$ cat config.mk
export PLATFORM = sky130hd
export DESIGN_NAME = dslot_branch_unit
export DESIGN_NICKNAME = d
export VERILOG_FILES = /design/src/rtl/dsb_pkg.sv /design/src/rtl/dsb_target_calc.sv /design/src/rtl/dsb_save_regs.sv /design/src/rtl/dsb_slot_ctrl.sv /design/src/rtl/dslot_branch_unit.sv
export SDC_FILE = /design/constraint.sdc
export NUM_CORES = 1
export LEC_CHECK = 0
export ABC_AREA = 1
export BUFFER_PORTS_ARGS = -buffer_cell sky130_fd_sc_hd__buf_4
export CORE_ASPECT_RATIO = 0.75
export CORE_MARGIN = 2
export CORE_UTILIZATION = 45
export DETAILED_ROUTE_END_ITERATION = 8
export GPL_ROUTABILITY_DRIVEN = 0
export HOLD_SLACK_MARGIN = 0.03
export PLACE_DENSITY_LB_ADDON = 0.3
export SETUP_SLACK_MARGIN = 0.05
export SLEW_MARGIN = 20
export SYNTH_ARGS = -nofsm -noshare
export SYNTH_HDL_FRONTEND = slang
export SYNTH_SLANG_ARGS = --single-unit
export TNS_END_PERCENT = 50
$ cat constraint.sdc
create_clock -name clk -period 7.5 [get_ports clk]
set_input_delay 0.75 -clock clk [delete_from_list [all_inputs] [get_ports clk]]
set_output_delay 0.75 -clock clk [all_outputs]
set_load 0.005 [all_outputs]
$ cat src/rtl/dsb_pkg.sv
package dsb_pkg;

    localparam int DSB_XLEN   = 32;
    localparam int DSB_CODE_W = 12;

    localparam logic [DSB_CODE_W-1:0] EXC_TRAP      = 12'h160;
    localparam logic [DSB_CODE_W-1:0] EXC_UNDEF     = 12'h180;
    localparam logic [DSB_CODE_W-1:0] EXC_SLOT_FLT  = 12'h1A0;

    typedef enum logic [3:0] {
        K_NONE  = 4'd0,
        K_BT    = 4'd1,
        K_BF    = 4'd2,
        K_BRA   = 4'd3,
        K_BRAR  = 4'd4,
        K_JMP   = 4'd5,
        K_CALL  = 4'd6,
        K_CALLR = 4'd7,
        K_JCALL = 4'd8,
        K_RET   = 4'd9,
        K_ERET  = 4'd10,
        K_TRAP  = 4'd11,
        K_UNDEF = 4'd12,
        K_LDPR  = 4'd13,
        K_LDSSR = 4'd14,
        K_LDSPC = 4'd15
    } kind_e;

    typedef struct packed {
        logic                dly;
        logic                taken;
        logic [DSB_XLEN-1:0] target;
    } redirect_t;

    function automatic logic is_delayed(kind_e k);
        return k inside {K_BT, K_BF, K_BRA, K_BRAR, K_JMP,
                         K_CALL, K_CALLR, K_JCALL, K_RET, K_ERET};
    endfunction

    function automatic logic is_call(kind_e k);
        return k inside {K_CALL, K_CALLR, K_JCALL};
    endfunction

    function automatic logic faults_in_slot(kind_e k);
        return is_delayed(k) || (k == K_TRAP) || (k == K_UNDEF);
    endfunction

endpackage

$ cat src/rtl/dsb_target_calc.sv
module dsb_target_calc
    import dsb_pkg::*;
#(
    parameter int LINK_OFS = 4
) (
    input  kind_e                kind_i,
    input  logic [DSB_XLEN-1:0]  pc_i,
    input  logic [DSB_XLEN-1:0]  disp_i,
    input  logic [DSB_XLEN-1:0]  opr_i,
    input  logic                 t_i,
    input  logic [DSB_XLEN-1:0]  pr_i,
    input  logic [DSB_XLEN-1:0]  spc_i,
    output redirect_t            redir_o
);

    localparam logic [DSB_XLEN-1:0] LINK = DSB_XLEN'(LINK_OFS);

    logic [DSB_XLEN-1:0] pc_link;
    assign pc_link = pc_i + LINK;

    always_comb begin
        redir_o = '0;
        unique case (kind_i)
            K_BT: begin
                redir_o.dly    = 1'b1;
                redir_o.taken  = t_i;
                redir_o.target = pc_link + disp_i;
            end
            K_BF: begin
                redir_o.dly    = 1'b1;
                redir_o.taken  = ~t_i;
                redir_o.target = pc_link + disp_i;
            end
            K_BRA, K_CALL: begin
                redir_o.dly    = 1'b1;
                redir_o.taken  = 1'b1;
                redir_o.target = pc_link + disp_i;
            end
            K_BRAR, K_CALLR: begin
                redir_o.dly    = 1'b1;
                redir_o.taken  = 1'b1;
                redir_o.target = pc_link + opr_i;
            end
            K_JMP, K_JCALL: begin
                redir_o.dly    = 1'b1;
                redir_o.taken  = 1'b1;
                redir_o.target = opr_i;
            end
            K_RET: begin
                redir_o.dly    = 1'b1;
                redir_o.taken  = 1'b1;
                redir_o.target = pr_i;
            end
            K_ERET: begin
                redir_o.dly    = 1'b1;
                redir_o.taken  = 1'b1;
                redir_o.target = spc_i;
            end
            default: redir_o = '0;
        endcase
    end

endmodule

$ cat src/rtl/dsb_save_regs.sv
module dsb_save_regs
    import dsb_pkg::*;
#(
    parameter int LINK_OFS   = 4,
    parameter int TRAP_IMM_W = 8
) (
    input  logic                   clk,
    input  logic                   rst,
    input  logic                   accept_i,
    input  kind_e                  kind_i,
    input  logic [DSB_XLEN-1:0]    pc_i,
    input  logic [DSB_XLEN-1:0]    opr_i,
    input  logic [TRAP_IMM_W-1:0]  imm_i,
    output logic [DSB_XLEN-1:0]    pr_o,
    output logic [DSB_XLEN-1:0]    ssr_o,
    output logic [DSB_XLEN-1:0]    spc_o,
    output logic [DSB_XLEN-1:0]    tra_o
);

    localparam logic [DSB_XLEN-1:0] LINK = DSB_XLEN'(LINK_OFS);

    always_ff @(posedge clk) begin
        if (rst) begin
            pr_o  <= '0;
            ssr_o <= '0;
            spc_o <= '0;
            tra_o <= '0;
        end else if (accept_i) begin
            if (is_call(kind_i)) begin
                pr_o <= pc_i + LINK;
            end
            unique case (kind_i)
                K_LDPR:  pr_o  <= opr_i;
                K_LDSSR: ssr_o <= opr_i;
                K_LDSPC: spc_o <= opr_i;
                K_TRAP:  tra_o <= DSB_XLEN'({imm_i, 2'b00});
                default: ;
            endcase
        end
    end

endmodule

$ cat src/rtl/dsb_slot_ctrl.sv
module dsb_slot_ctrl
    import dsb_pkg::*;
#(
    parameter int                  PC_STEP  = 2,
    parameter logic [DSB_XLEN-1:0] RESET_PC = 32'hA000_0000
) (
    input  logic                   clk,
    input  logic                   rst,
    input  logic                   retire_i,
    input  kind_e                  kind_i,
    input  logic [DSB_XLEN-1:0]    pc_i,
    input  logic                   dly_i,
    input  logic                   taken_i,
    input  logic [DSB_XLEN-1:0]    target_i,
    input  logic [DSB_XLEN-1:0]    ssr_i,
    output logic                   accept_o,
    output logic [DSB_XLEN-1:0]    next_pc_o,
    output logic                   in_slot_o,
    output logic                   taken_o,
    output logic                   exc_req_o,
    output logic [DSB_CODE_W-1:0]  exc_code_o,
    output logic                   sr_wr_o,
    output logic [DSB_XLEN-1:0]    sr_val_o
);

    localparam logic [DSB_XLEN-1:0] STEP = DSB_XLEN'(PC_STEP);

    logic [DSB_XLEN-1:0] target_q;
    logic                slot_fault;
    logic [DSB_XLEN-1:0] seq_pc;

    assign slot_fault = in_slot_o && faults_in_slot(kind_i);
    assign accept_o   = retire_i && !slot_fault;
    assign seq_pc     = pc_i + STEP;

    always_ff @(posedge clk) begin
        if (rst) begin
            next_pc_o  <= RESET_PC;
            in_slot_o  <= 1'b0;
            taken_o    <= 1'b0;
            target_q   <= '0;
            exc_req_o  <= 1'b0;
            exc_code_o <= '0;
            sr_wr_o    <= 1'b0;
            sr_val_o   <= '0;
        end else begin
            exc_req_o  <= 1'b0;
            exc_code_o <= '0;
            sr_wr_o    <= 1'b0;
            if (retire_i) begin
                if (in_slot_o) begin
                    in_slot_o <= 1'b0;
                    taken_o   <= 1'b0;
                    if (slot_fault) begin
                        exc_req_o  <= 1'b1;
                        exc_code_o <= EXC_SLOT_FLT;
                        next_pc_o  <= seq_pc;
                    end else begin
                        next_pc_o <= taken_o ? target_q : seq_pc;
                    end
                end else begin
                    next_pc_o <= seq_pc;
                    if (kind_i == K_UNDEF) begin
                        exc_req_o  <= 1'b1;
                        exc_code_o <= EXC_UNDEF;
                    end else if (kind_i == K_TRAP) begin
                        exc_req_o  <= 1'b1;
                        exc_code_o <= EXC_TRAP;
                    end else if (dly_i) begin
                        in_slot_o <= 1'b1;
                        taken_o   <= taken_i;
                        target_q  <= target_i;
                        if (kind_i == K_ERET) begin
                            sr_wr_o  <= 1'b1;
                            sr_val_o <= ssr_i;
                        end
                    end
                end
            end
        end
    end

endmodule

$ cat src/rtl/dslot_branch_unit.sv
module dslot_branch_unit
    import dsb_pkg::*;
#(
    parameter int                  PC_STEP    = 2,
    parameter int                  LINK_OFS   = 4,
    parameter int                  TRAP_IMM_W = 8,
    parameter logic [DSB_XLEN-1:0] RESET_PC   = 32'hA000_0000
) (
    input  logic                   clk,
    input  logic                   rst,
    input  logic                   retire_i,
    input  logic [3:0]             kind_i,
    input  logic [DSB_XLEN-1:0]    pc_i,
    input  logic [DSB_XLEN-1:0]    disp_i,
    input  logic [DSB_XLEN-1:0]    opr_i,
    input  logic                   t_i,
    output logic [DSB_XLEN-1:0]    next_pc_o,
    output logic                   in_slot_o,
    output logic                   taken_o,
    output logic [DSB_XLEN-1:0]    pr_o,
    output logic [DSB_XLEN-1:0]    tra_o,
    output logic                   exc_req_o,
    output logic [DSB_CODE_W-1:0]  exc_code_o,
    output logic                   sr_wr_o,
    output logic [DSB_XLEN-1:0]    sr_val_o
);

    kind_e               kind;
    redirect_t           redir;
    logic                accept;
    logic [DSB_XLEN-1:0] ssr;
    logic [DSB_XLEN-1:0] spc;

    assign kind = kind_e'(kind_i);

    dsb_target_calc #(
        .LINK_OFS (LINK_OFS)
    ) u_calc (
        .kind_i  (kind),
        .pc_i    (pc_i),
        .disp_i  (disp_i),
        .opr_i   (opr_i),
        .t_i     (t_i),
        .pr_i    (pr_o),
        .spc_i   (spc),
        .redir_o (redir)
    );

    dsb_save_regs #(
        .LINK_OFS   (LINK_OFS),
        .TRAP_IMM_W (TRAP_IMM_W)
    ) u_regs (
        .clk      (clk),
        .rst      (rst),
        .accept_i (accept),
        .kind_i   (kind),
        .pc_i     (pc_i),
        .opr_i    (opr_i),
        .imm_i    (disp_i[TRAP_IMM_W-1:0]),
        .pr_o     (pr_o),
        .ssr_o    (ssr),
        .spc_o    (spc),
        .tra_o    (tra_o)
    );

    dsb_slot_ctrl #(
        .PC_STEP  (PC_STEP),
        .RESET_PC (RESET_PC)
    ) u_ctrl (
        .clk        (clk),
        .rst        (rst),
        .retire_i   (retire_i),
        .kind_i     (kind),
        .pc_i       (pc_i),
        .dly_i      (redir.dly),
        .taken_i    (redir.taken),
        .target_i   (redir.target),
        .ssr_i      (ssr),
        .accept_o   (accept),
        .next_pc_o  (next_pc_o),
        .in_slot_o  (in_slot_o),
        .taken_o    (taken_o),
        .exc_req_o  (exc_req_o),
        .exc_code_o (exc_code_o),
        .sr_wr_o    (sr_wr_o),
        .sr_val_o   (sr_val_o)
    );

endmodule

==> metrics.log <==
INFO  metric cellPowerDensity = 183.0 mW/mm^2
INFO  metric vias = 16480
INFO  metric path_max_fanout = 5
INFO  metric nNetsFinal = 2676
INFO  metric tns = 0 ps
INFO  metric final.period_utilization = 53.15%
INFO  metric worst-endpoint-arrival = 4410 ps
INFO  metric numPortBuffers = 215
INFO  metric clk-insertion-delay-late = 520 ps
INFO  metric post_route_cells_drive_above_1_share = 12.46%
INFO  metric vdd.ir_drop.worst = 0.1309 mV
INFO  metric yosys-top-cells-area = sky130_fd_sc_hd__dfxtp_1 (28%), sky130_fd_sc_hd__nand2_1 (14%), sky130_fd_sc_hd__a21oi_1 (9.3%)
INFO  metric setup.worst_path.start = pc_i[2]
INFO  metric worst_hold_path_type = reg -> reg
INFO  metric floorplan_die_area = 0.03435 mm^2
INFO  metric diodes = 0
INFO  metric hold_viol = 0
INFO  metric crit-reg2reg-launch = u_ctrl.in_slot_o$_SDFFE_PP0P_
INFO  metric cts_made_buffers = 23
INFO  metric final_critical_path_setup_slack = 3514 ps
INFO  metric path_clk_slew = 70 ps
INFO  metric cts_tree = yes
INFO  metric cap_violations = 0
INFO  metric core-area = 0.03238 mm^2
INFO  metric cts-resized-gates = 0
INFO  metric die_y = 161 um
INFO  metric grt_setup_unrepaired = no
INFO  metric die_width = 213.3 um
INFO  metric grt_pass1_vias = 14520
INFO  metric yosysWarnings = 0
INFO  metric syn2layout_area_growth = 16.78%
INFO  metric yosys.area.top_type = sky130_fd_sc_hd__dfxtp_1
INFO  metric finalPower = 3.160 mW
INFO  metric htree_levels = 1
INFO  metric power_leakage = 8.105 nW
INFO  metric hold_slack = 448.2 ps
INFO  metric clockRootBuffer = sky130_fd_sc_hd__clkbuf_16
INFO  metric placed_cells = 2912
INFO  metric worstSetupPathType = in -> reg
INFO  metric clock_path_buffers = 3
INFO  metric initial_utilization = 45.68%
INFO  metric most_common_cell_in_the_synthesized_netlist = sky130_fd_sc_hd__nand2_1
INFO  metric synth.cell_area = 0.01479 mm^2
INFO  metric numClockSinks = 207
INFO  metric reg2reg_setup_slack = 4690 ps
INFO  metric worstPathRequired = 7920 ps
INFO  metric dp_hpwl = 41.16 mm
INFO  metric worst_slew_margin_rel = 35.21%
INFO  metric grt_first_pass_wirelength = 79.30 mm
INFO  metric grt_overall_usage = 29.36%
INFO  metric finish.cell_count_without_fillers = 2955
INFO  metric maxClockFrequency = 250.8 MHz
INFO  metric path_buf_inv = 4
INFO  metric main_synth_ff_type = sky130_fd_sc_hd__dfxtp_1
INFO  metric synth_seq_area_share = 28.02%
INFO  metric floorplan.rows = 57
INFO  metric top_cell_type_s_share_of_synthesized_area = 28.02%
INFO  metric hold_path_start = u_regs.spc_o[20]$_SDFFE_PP0P_
INFO  metric timing.critical_path.slowest_cell_delay = 420 ps
INFO  metric grt.overflow.total = 0
INFO  metric fin_crit = 3986 ps
INFO  metric worst_path_dominant_cell_family = simple AND/OR/NAND/NOR gates
INFO  metric synth.distinct_cells = 48
INFO  metric detail-route-antenna-nets = 0
INFO  metric netlist_instances = 2345
INFO  metric postSynthRegisterBits = 207
INFO  metric avgViaCountPerCell = 5.576
INFO  metric firstDrtPassIters = 7
INFO  metric final_skew = 14.91 ps
INFO  metric synth.top_cells.by_count = sky130_fd_sc_hd__nand2_1 (548), sky130_fd_sc_hd__inv_1 (304), sky130_fd_sc_hd__a21oi_1 (274)
INFO  metric nature_of_the_critical_path_startpoint = input port
INFO  metric total_detailed_routing_wirelength = 52.74 mm
INFO  metric status = completed
INFO  metric timing.critical_path.cells = buf_4 -> inv_1 -> nor2_1 -> nand2_1 -> nor2_1 -> nand2_1 -> nor2_1 -> xor2_1 -> inv_1 -> ha_1 -> nand2_1 -> nor2_1 -> nand2_1 -> nor4_1 -> nand2_1 -> nand2_1 -> nand2_1 -> nand3_1 -> nand3_1 -> nand2_1 -> inv_1
INFO  metric syn_area_per_cell = 6.307 um^2
INFO  metric crit_path_frequent_cell = sky130_fd_sc_hd__nand2_1
INFO  metric number_of_enable_flip_flop_cells_after_synthesis = 0
INFO  metric placement.setup.worst_slack = 2955 ps
INFO  metric timing_worst_slew_pin_value = 971.8 ps
INFO  metric count_of_hold_fix_buffers_inserted_at_cts = 0
INFO  metric worstSetupEndpointType = register
INFO  metric crit_slowest_cell = sky130_fd_sc_hd__ha_1
INFO  metric postCtsSetupBuffers = 0
INFO  metric slew_violations = 0
INFO  metric design.portCount = 248
INFO  metric antenna_found_initial = 0
INFO  metric grt_start_max_net_pins = 132
INFO  metric wl_per_cell = 17.85 um
INFO  metric detailed_route_iter0_violations = 2420
INFO  metric setup_violations = 0
INFO  metric synth_async_sr_flop_share = 0%
INFO  metric drc = 0
-- stage by stage --
stage               utilization [%]  cell area, um^2
floorplan                         -            14910
global placement              50.70            16410
detailed placement            50.70            16410
CTS                           53.24            17240
global route                  53.34            17270
finish                        53.34            17270
-- cell families (layout without fill, tap and decap cells) --
| logic type | after synthesis | count (layout) | synth area share, % |
|---|---|---|---|
| adder cells (fa/ha/maj) | 76 | 76 | 6.531 |
| other | 1 | 32 | 0.02536 |
| buffers and inverters | 442 | 579 | 12.73 |
| XOR/XNOR | 45 | 45 | 2.665 |
| AND/OR/NAND/NOR | 992 | 992 | 28.54 |
| flip-flops | 207 | 207 | 28.02 |
| AO/OA/AOI/OAI | 582 | 582 | 21.48 |
-- where the power goes --
part / total, mW / leakage (nW) / switching [mW] / internal [mW]
clock: 1.22 / 0.399 / 0.482 / 0.738
combinational: 0.760 / 6.02 / 0.498 / 0.262
sequential: 1.18 / 1.69 / 0.0303 / 1.15
-- layout make-up --
type	instances	area, um^2
fillers	3265	15110
multi-input cells	1727	8891
flip-flops and latches	207	4144
repair buffers	219	1660
inverters	318	1197
clock buffers	31	675.6
well taps	442	553.0
clock inverters	11	148.9
-- worst register-to-register path, stage by stage (launching register included) --
cell,delay (ps)
sky130_fd_sc_hd__dfxtp_1,470
sky130_fd_sc_hd__nand3_2,780
sky130_fd_sc_hd__inv_1,1010
sky130_fd_sc_hd__a21oi_1,90
sky130_fd_sc_hd__o21ai_0,120
sky130_fd_sc_hd__o211ai_1,120
sky130_fd_sc_hd__a21oi_1,160
-- state kept, by name, indices dropped and copies added (netlist names), 4 cells and up --
signal	cells
u_ctrl.next_pc_o	32
u_ctrl.sr_val_o	32
u_ctrl.target_q	32
u_regs.pr_o	32
u_regs.spc_o	32
u_regs.ssr_o	32
u_regs.tra_o	8
u_ctrl.exc_code_o	4
-- layout by cell type (no fill, tap or decap), types with 4 or more instances in the layout --
master	n
sky130_fd_sc_hd__a21oi_1	274
sky130_fd_sc_hd__xnor2_1	8
sky130_fd_sc_hd__dfxtp_1	207
sky130_fd_sc_hd__clkbuf_8	7
sky130_fd_sc_hd__nor2_1	178
sky130_fd_sc_hd__nor2_4	5
sky130_fd_sc_hd__a221oi_1	8
sky130_fd_sc_hd__a211oi_1	15
sky130_fd_sc_hd__conb_1	32
sky130_fd_sc_hd__o21ai_2	5
sky130_fd_sc_hd__nand3_1	162
sky130_fd_sc_hd__inv_1	303
sky130_fd_sc_hd__o221ai_1	4
sky130_fd_sc_hd__o21ai_0	172
sky130_fd_sc_hd__o211ai_1	26
sky130_fd_sc_hd__inv_2	13
sky130_fd_sc_hd__a31oi_1	15
sky130_fd_sc_hd__xor2_1	37
sky130_fd_sc_hd__o21bai_1	15
sky130_fd_sc_hd__ha_1	74
sky130_fd_sc_hd__o21ai_1	33
sky130_fd_sc_hd__clkbuf_16	23
sky130_fd_sc_hd__or2_2	14
sky130_fd_sc_hd__o22ai_1	8
sky130_fd_sc_hd__nand2_1	547
sky130_fd_sc_hd__nor3_1	29
sky130_fd_sc_hd__buf_4	217
sky130_fd_sc_hd__nand4_1	35
sky130_fd_sc_hd__nand3b_1	7
-- path summary, 6_finish.rpt --
check | depth (start not counted) | endpoint
worst max-delay path | 21 | u_ctrl.target_q[28]$_SDFFE_PP0P_
worst min-delay path | 2 | u_regs.spc_o[20]$_SDFFE_PP0P_
worst max register to register | 6 | u_ctrl.next_pc_o[21]$_SDFFE_PP0P_
worst min register to register | 2 | u_regs.spc_o[20]$_SDFFE_PP0P_
-- metal layers --
layer | part of all wire [%] | GRT usage [%]
met2 | 43 | 44.73
met1 | 42 | 40.90
met3 | 11 | 6.766
met4 | 3.5 | 9.280
met5 | 0.12 | 1.437
Power figures use the tool's default switching activity.
